===== src/rtl/flp_rx_pkg.sv =====
package flp_rx_pkg;

   typedef enum logic [1:0] {
      PC_NONE  = 2'd0,
      PC_DATA  = 2'd1,
      PC_CLOCK = 2'd2,
      PC_STRAY = 2'd3
   } pulse_class_e;

   typedef enum logic {
      RX_IDLE  = 1'b0,
      RX_BURST = 1'b1
   } rx_state_e;

endpackage


===== src/rtl/flp_slot_timer.sv =====
module flp_slot_timer
   import flp_rx_pkg::*;
#(
   parameter int DATA_MIN = 5,
   parameter int DATA_MAX = 7,
   parameter int CLK_MIN  = 11,
   parameter int CLK_MAX  = 14
) (
   input  logic         clk,
   input  logic         rst_n,
   input  logic         run_i,
   input  logic         restart_i,
   input  logic         pulse_i,
   output pulse_class_e cls_o,
   output logic         timeout_o
);
   localparam int TW = $clog2(CLK_MAX + 1);
   localparam logic [TW-1:0] DMIN_T = TW'(DATA_MIN);
   localparam logic [TW-1:0] DMAX_T = TW'(DATA_MAX);
   localparam logic [TW-1:0] CMIN_T = TW'(CLK_MIN);
   localparam logic [TW-1:0] CMAX_T = TW'(CLK_MAX);

   logic [TW-1:0] ticks;

   // ticks equals the number of cycles since the last accepted clock pulse
   always_ff @(posedge clk or negedge rst_n) begin
      if (!rst_n) begin
         ticks <= '0;
      end else if (restart_i) begin
         ticks <= TW'(1);
      end else if (!run_i) begin
         ticks <= '0;
      end else if (ticks != CMAX_T) begin
         ticks <= ticks + TW'(1);
      end
   end

   logic in_data_win;
   logic in_clk_win;

   always_comb begin
      in_data_win = (ticks >= DMIN_T) && (ticks <= DMAX_T);
      in_clk_win  = (ticks >= CMIN_T) && (ticks <= CMAX_T);
      if (!pulse_i) begin
         cls_o = PC_NONE;
      end else if (in_data_win) begin
         cls_o = PC_DATA;
      end else if (in_clk_win) begin
         cls_o = PC_CLOCK;
      end else begin
         cls_o = PC_STRAY;
      end
      timeout_o = run_i && !pulse_i && (ticks == CMAX_T);
   end

   // a running slot never reports a window hit before the data window opens
   a_r2_no_early_hit: assert property (@(posedge clk) disable iff (!rst_n)
      (run_i && pulse_i && (ticks < DMIN_T)) |-> (cls_o == PC_STRAY));

endmodule


===== src/rtl/flp_burst_fsm.sv =====
module flp_burst_fsm
   import flp_rx_pkg::*;
#(
   parameter int PAGE_BITS = 16,
   parameter bit LSB_FIRST = 1'b1
) (
   input  logic                 clk,
   input  logic                 rst_n,
   input  logic                 pulse_i,
   input  pulse_class_e         cls_i,
   input  logic                 timeout_i,
   output logic                 run_o,
   output logic                 restart_o,
   output logic                 page_valid_o,
   output logic [PAGE_BITS-1:0] page_o,
   output logic                 err_o
);
   localparam int CLOCKS = PAGE_BITS + 1;
   localparam int CW     = $clog2(CLOCKS + 1);
   localparam int IW     = $clog2(PAGE_BITS);
   localparam logic [CW-1:0] LAST_CNT = CW'(PAGE_BITS);

   rx_state_e            state;
   logic [CW-1:0]        clk_cnt;
   logic                 data_seen;
   logic [PAGE_BITS-1:0] acc;
   logic [IW-1:0]        bit_idx;
   logic [PAGE_BITS-1:0] merged;
   logic                 last_clock;
   logic                 abort;

   generate
      if (LSB_FIRST) begin : g_lsb_first
         always_comb bit_idx = IW'(clk_cnt - CW'(1));
      end else begin : g_msb_first
         always_comb bit_idx = IW'(LAST_CNT - clk_cnt);
      end
   endgenerate

   always_comb begin
      merged     = acc | ({{(PAGE_BITS-1){1'b0}}, data_seen} << bit_idx);
      last_clock = (clk_cnt == LAST_CNT);
      run_o      = (state == RX_BURST);
      abort      = (state == RX_BURST) &&
                   ((cls_i == PC_STRAY) ||
                    ((cls_i == PC_DATA) && data_seen) ||
                    timeout_i);
      restart_o  = ((state == RX_IDLE) && pulse_i) ||
                   ((state == RX_BURST) && (cls_i == PC_CLOCK));
   end

   always_ff @(posedge clk or negedge rst_n) begin
      if (!rst_n) begin
         state        <= RX_IDLE;
         clk_cnt      <= '0;
         data_seen    <= 1'b0;
         acc          <= '0;
         page_o       <= '0;
         page_valid_o <= 1'b0;
         err_o        <= 1'b0;
      end else begin
         page_valid_o <= 1'b0;
         err_o        <= 1'b0;
         case (state)
            RX_IDLE: begin
               if (pulse_i) begin
                  state     <= RX_BURST;
                  clk_cnt   <= CW'(1);
                  data_seen <= 1'b0;
                  acc       <= '0;
               end
            end
            RX_BURST: begin
               if (abort) begin
                  err_o <= 1'b1;
                  state <= RX_IDLE;
               end else if (cls_i == PC_DATA) begin
                  data_seen <= 1'b1;
               end else if (cls_i == PC_CLOCK) begin
                  acc       <= merged;
                  data_seen <= 1'b0;
                  clk_cnt   <= clk_cnt + CW'(1);
                  if (last_clock) begin
                     page_o       <= merged;
                     page_valid_o <= 1'b1;
                     state        <= RX_IDLE;
                  end
               end
            end
            default: state <= RX_IDLE;
         endcase
      end
   end

   // the page strobe lasts a single cycle
   a_r4_valid_single: assert property (@(posedge clk) disable iff (!rst_n)
      page_valid_o |=> !page_valid_o);

   // the clock count never passes the last slot while a burst runs
   a_r4_cnt_bound: assert property (@(posedge clk) disable iff (!rst_n)
      run_o |-> (clk_cnt <= LAST_CNT));

   // an aborted burst never also reports a page
   a_r5_valid_err_excl: assert property (@(posedge clk) disable iff (!rst_n)
      !(page_valid_o && err_o));

   // a stray pulse in a burst leads to an error strobe
   a_r5_stray_err: assert property (@(posedge clk) disable iff (!rst_n)
      (run_o && (cls_i == PC_STRAY)) |=> err_o);

   // an expired clock window leads to an error strobe
   a_r6_timeout_err: assert property (@(posedge clk) disable iff (!rst_n)
      (run_o && timeout_i) |=> err_o);

   // the page output moves only with its strobe
   a_r8_page_hold: assert property (@(posedge clk) disable iff (!rst_n)
      !page_valid_o |-> $stable(page_o));

   // after any finished burst the block is waiting for a new first pulse
   a_r12_idle_after: assert property (@(posedge clk) disable iff (!rst_n)
      (page_valid_o || err_o) |-> !run_o);

endmodule


===== src/rtl/flp_match_tracker.sv =====
module flp_match_tracker #(
   parameter int PAGE_BITS   = 16,
   parameter int REQ_MATCHES = 3
) (
   input  logic                 clk,
   input  logic                 rst_n,
   input  logic                 page_valid_i,
   input  logic [PAGE_BITS-1:0] page_i,
   input  logic                 err_i,
   output logic                 consistent_o
);
   localparam int MW = $clog2(REQ_MATCHES + 1);
   localparam logic [MW-1:0] REQ_T = MW'(REQ_MATCHES);

   generate
      if (REQ_MATCHES == 1) begin : g_single
         logic hit_q;
         always_ff @(posedge clk or negedge rst_n) begin
            if (!rst_n)            hit_q <= 1'b0;
            else if (err_i)        hit_q <= 1'b0;
            else if (page_valid_i) hit_q <= 1'b1;
         end
         assign consistent_o = hit_q;
      end else begin : g_counted
         logic [MW-1:0]        run_len;
         logic [PAGE_BITS-1:0] last_page;

         always_ff @(posedge clk or negedge rst_n) begin
            if (!rst_n) begin
               run_len   <= '0;
               last_page <= '0;
            end else if (err_i) begin
               run_len <= '0;
            end else if (page_valid_i) begin
               last_page <= page_i;
               if ((run_len != '0) && (page_i == last_page)) begin
                  if (run_len != REQ_T) run_len <= run_len + MW'(1);
               end else begin
                  run_len <= MW'(1);
               end
            end
         end

         assign consistent_o = (run_len == REQ_T);

         // a page unlike the stored one drops the flag next cycle
         a_r10_change_drops: assert property (@(posedge clk) disable iff (!rst_n)
            (page_valid_i && !err_i && (page_i != last_page)) |=> !consistent_o);
      end
   endgenerate

   // an error strobe clears the flag next cycle
   a_r11_err_clears: assert property (@(posedge clk) disable iff (!rst_n)
      err_i |=> !consistent_o);

   // the flag only ever rises right after an accepted page
   a_r9_rise_after_page: assert property (@(posedge clk) disable iff (!rst_n)
      $rose(consistent_o) |-> $past(page_valid_i));

endmodule


===== src/rtl/flp_page_rx.sv =====
module flp_page_rx #(
   parameter int PAGE_BITS   = 16,
   parameter int DATA_MIN    = 6875,
   parameter int DATA_MAX    = 8625,
   parameter int CLK_MIN     = 13875,
   parameter int CLK_MAX     = 17375,
   parameter int REQ_MATCHES = 3,
   parameter bit LSB_FIRST   = 1'b1
) (
   input  logic                 clk,
   input  logic                 rst_n,
   input  logic                 pulse_i,
   output logic                 page_valid_o,
   output logic [PAGE_BITS-1:0] page_o,
   output logic                 err_o,
   output logic                 consistent_o
);
   import flp_rx_pkg::*;

   generate
      if (PAGE_BITS < 2) begin : g_chk_bits
         $error("PAGE_BITS must be at least 2");
      end
      if (DATA_MIN < 1 || DATA_MAX < DATA_MIN) begin : g_chk_data
         $error("data window must be non-empty and start after tick 0");
      end
      if (CLK_MIN <= DATA_MAX || CLK_MAX < CLK_MIN) begin : g_chk_clk
         $error("clock window must be non-empty and lie above the data window");
      end
      if (REQ_MATCHES < 1) begin : g_chk_req
         $error("REQ_MATCHES must be at least 1");
      end
   endgenerate

   pulse_class_e cls;
   logic         timeout;
   logic         run;
   logic         restart;

   flp_slot_timer #(
      .DATA_MIN (DATA_MIN),
      .DATA_MAX (DATA_MAX),
      .CLK_MIN  (CLK_MIN),
      .CLK_MAX  (CLK_MAX)
   ) u_timer (
      .clk       (clk),
      .rst_n     (rst_n),
      .run_i     (run),
      .restart_i (restart),
      .pulse_i   (pulse_i),
      .cls_o     (cls),
      .timeout_o (timeout)
   );

   flp_burst_fsm #(
      .PAGE_BITS (PAGE_BITS),
      .LSB_FIRST (LSB_FIRST)
   ) u_fsm (
      .clk          (clk),
      .rst_n        (rst_n),
      .pulse_i      (pulse_i),
      .cls_i        (cls),
      .timeout_i    (timeout),
      .run_o        (run),
      .restart_o    (restart),
      .page_valid_o (page_valid_o),
      .page_o       (page_o),
      .err_o        (err_o)
   );

   flp_match_tracker #(
      .PAGE_BITS   (PAGE_BITS),
      .REQ_MATCHES (REQ_MATCHES)
   ) u_match (
      .clk          (clk),
      .rst_n        (rst_n),
      .page_valid_i (page_valid_o),
      .page_i       (page_o),
      .err_i        (err_o),
      .consistent_o (consistent_o)
   );

   // outputs are quiet during reset
   always_comb begin
      if (!rst_n) begin
         a_r1_reset_quiet: assert (!page_valid_o && !err_o && !consistent_o);
      end
   end

endmodule


===== config.mk =====
export PLATFORM = sky130hd
export DESIGN_NAME = flp_page_rx
export DESIGN_NICKNAME = d
export VERILOG_FILES = /design/src/rtl/flp_rx_pkg.sv /design/src/rtl/flp_slot_timer.sv /design/src/rtl/flp_burst_fsm.sv /design/src/rtl/flp_match_tracker.sv /design/src/rtl/flp_page_rx.sv
export SDC_FILE = /design/constraint.sdc
export NUM_CORES = 1
export LEC_CHECK = 0
export ABC_AREA = 1
export CORE_UTILIZATION = 55
export DETAILED_ROUTE_END_ITERATION = 12
export HOLD_SLACK_MARGIN = 0.15
export PLACE_DENSITY = 0.78
export SETUP_SLACK_MARGIN = 0.5
export SKIP_LAST_GASP = 1
export SYNTH_ARGS = -nofsm -noshare
export SYNTH_HDL_FRONTEND = slang
export SYNTH_SLANG_ARGS = --single-unit

===== constraint.sdc =====
create_clock -name clk -period 2.9 [get_ports clk]
set_input_delay 0.29 -clock clk [delete_from_list [all_inputs] [get_ports clk]]
set_output_delay 0.29 -clock clk [all_outputs]
set_load 0.05 [all_outputs]

==> flow_summary_export.csv <==
group,metric,value,unit
synth,ys_seq_elements,74,
synth,synth_area_per_cell,7.44,um2
sta,min_period_over_period,75.0,%
sta,slew_headroom,38.5,%
sta,setup_tns,0,ns
cts,cts_made_buffers,9,
floorplan,rows,31,
floorplan,die_area,0.00812,mm2
route,drc,0,
cts,cts_setup_buffers,0,
placed_design,gp_congestion,0.919,
worst_setup_path,path_delay_family,"simple AND/OR/NAND/NOR gates",
min_path,worstHoldPathType,"reg -> reg",
synth,synth.distinct_cells,33,
finish,antenna_cells,0,
worst_setup_path,start_kind,"flop",
run,cap_violations,0,
cts,clk_pin_slew_worst_paths,0.08,ns
sta,period_minus_slack,2.17,ns
sta,slew_viol_final,0,
finish,nNetsFinal,600,
worst_setup_path,r2r_end,"u_fsm.clk_cnt[1]",
worst_setup_path,cpMostUsedCell,"nand2_1",
cts,clkLatencyLatePin,0.35,ns
finish,drive_gt1_share,9.93,%
synth,synth_top_area_cell,"dfrtp_1",
sta,skew,0.0128,ns
cts,htreeDepth,3,
min_path,min-delay-start,"u_match.g_counted.last_page[2]",
floorplan,die_w,90.1,um
route,drt_iter0_drc,272,
grt,grt_overflow,0,
worst_setup_path,cp.required,3.14,ns
min_path,hold_end,"u_match.g_counted.last_page[2]",
sta,finalSetupViolations,0,
pwr,ir_drop,0.259,mV
synth,yosys_warnings,0,
sta,worstMarginPinSlew,0.922,ns
cts,cts.sinks,74,
floorplan,initial_utilization,57.9,%
synth,synth_area_leaders,"dfrtp_1, nand2_1, inv_1",
synth,synthCells,574,
finish,design_area,0.00471,mm2
pwr,p_leak,2.30,nW
sta,fmax,0.460,GHz
route,routed_wire_length_per_instance,12.9,um
synth,synth_seq_area_share,43.4,%
min_path,hold_path_depth,2,
placed_design,place_area,0.00448,mm2
worst_setup_path,crit_path_max_fanout,22,
route,drt_wl_total,8930,um
cts,cts_resized,0,
worst_setup_path,critical_path_arrival,2.41,ns
route,via_per_inst,5.22,
placed_design,portBuffers,21,
floorplan,ios,22,
synth,synth_top_area_share,43.4,%
pwr,powerDensity,479,mW/mm2
placed_design,dp_hpwl,6420,um
pwr,power,2.26,mW
worst_setup_path,endpoint_kind,"flop",
worst_setup_path,rrSetupSlack,0.73,ns
cts,cts-root-buf,"clkbuf_8",
cts,cts_tree,"yes",
worst_setup_path,path_class,"reg -> reg",
cts,clk_path_buf_depth,2,
sta,rsz0062_at_grt,"false",
synth,synth_area,0.00427,mm2
route,vias,3615,
synth,syn_nets,584,
floorplan,fp.dieH,90.1,um
worst_setup_path,critPathSlowestCell,"dfrtp_1",
route,detail-route-antenna-nets,0,
worst_setup_path,crit_buf_inv,0,
worst_setup_path,r2r_start,"u_timer.ticks[0]",
run_status,outcome,"finished clean",
worst_setup_path,r2r_cells,10,
route,firstDrtPassIters,5,
grt,grt_pass1_wl,15600,um
worst_setup_path,cp_slowest_stage_delay,0.44,ns
sta,hold_ws,0.493,ns
grt,grt_max_degree,75,
grt,antenna_found_initial,0,
sta,hold_viol,0,
finish,syn2layout_area_growth,10.3,%
floorplan,core_area,0.00737,mm2
worst_setup_path,path_cells,"ha_1 > nand3_1 > nor2_1 > nand2_1 > nand2_2 > nand3_4 > nand2_4 > nand2_4 > nand2_1 > nand2_1",
grt,grt_pass1_vias,3412,
grt,grt_util_all_layers,23.8,%
final cells by class:
type / instances / area, um2
Multi-Input combinational cell: 404 / 2000
Sequential cell: 74 / 1850
Clock buffer: 9 / 124
Fill cell: 649 / 2660
Clock inverter: 6 / 90.1
Tap cell: 99 / 124
Inverter: 78 / 293
Timing Repair Buffer: 23 / 225
logic make-up after synthesis:
family / count (synthesis) / share of synthesized area, %
compound gates: 65 / 9.76
xor+xnor: 16 / 3.46
fa+ha+maj: 7 / 2.05
buf+inv: 96 / 9.76
flops: 74 / 43.4
simple gates: 316 / 31.6
synthesized netlist by cell type, drive strengths merged:
cell type	count
buf	13
a31oi	2
or2	2
ha	7
xnor2	3
inv	78
nor4	1
nand3	40
nand4	9
nor3	10
dfrtp	74
nand2	186
o22ai	2
xor2	13
a21oi	35
clkbuf	5
nor2	66
nor3b	2
o21ai	26
metal layers:
metal / global-route usage, % / up-vias / wire length, um
li1: - / 1833 / -
met2: 35.2 / 81 / 3790
met3: 4.06 / 11 / 380
met5: 0 / - / 0
met4: 7.80 / 0 / 136
met1: 35.5 / 1690 / 4620
power by group:
| part | leakage (nW) | internal, mW | switching, mW | total [mW] |
|---|---|---|---|---|
| clock | 0.106 | 0.483 | 0.398 | 0.881 |
| sequential | 1.02 | 1.06 | 0.0450 | 1.10 |
| combinational | 1.17 | 0.0769 | 0.197 | 0.274 |
| total | 2.30 | 1.62 | 0.640 | 2.26 |
metrics by stage:
| stage | util (%) | worst slack, ns | instances |
|---|---|---|---|
| after CTS | 63.9 | 0.750 | 693 |
| after floorplan | - | 1.16 | 574 |
| final | 63.9 | 0.726 | 693 |
| after global placement | 60.8 | 0.866 | 677 |
| after global routing | 63.9 | 0.512 | 693 |
| after detailed placement | 60.8 | 0.778 | 677 |
worst reg2reg max path: cells and delay by family, from the launching register on:
family	cells	cell delay (ns)
DFF	1	0.44
adders and majority gates	1	0.27
and+or+nand+nor	9	1.36
cells in the final DEF (no fill, tap or decap), drive strengths merged:
master	synthesis	final
nor2	66	66
xor2	13	13
o22ai	2	2
buf	13	2
clkinvlp	0	1
nand2	186	186
or2	2	2
bufinv	0	2
nor3	10	10
nand4	9	9
clkinv	0	2
dfrtp	74	74
nor3b	2	2
clkbuf	5	9
dlygate4sd3	0	1
clkdlybuf4s50	0	20
inv	78	79
xnor2	3	3
a21oi	35	35
ha	7	7
nor4	1	1
a31oi	2	2
o21ai	26	26
nand3	40	40
what timing repair did:
item | 4_1_cts | 5_1_grt
hold endpoints to repair | 74 | 0
setup endpoints to repair | 0 | 0
hold buffers | 1 | 0
worst max-delay path by stage:
stage	start	end	slack, ns	cells past startpoint
after detailed placement	u_timer.ticks[0]	u_fsm.clk_cnt[1]	0.78	10
after floorplan	u_timer.ticks[0]	u_fsm.page_o[8]	1.16	11
final	u_timer.ticks[0]	u_fsm.clk_cnt[1]	0.73	10
after CTS	u_timer.ticks[0]	u_fsm.clk_cnt[1]	0.75	10
after global routing	u_timer.ticks[0]	u_fsm.clk_cnt[1]	0.51	10
after global placement	u_timer.ticks[0]	u_fsm.clk_cnt[1]	0.87	10
flip-flops by register name, indices dropped and copies added, names as in the netlist, 2 cells and up:
name                         flops
u_match.g_counted.run_len        2
u_match.g_counted.last_page     16
u_fsm.acc                       16
u_fsm.page_o                    16
u_timer.ticks                   15
u_fsm.clk_cnt                    5
Power figures use the tool's default switching activity.
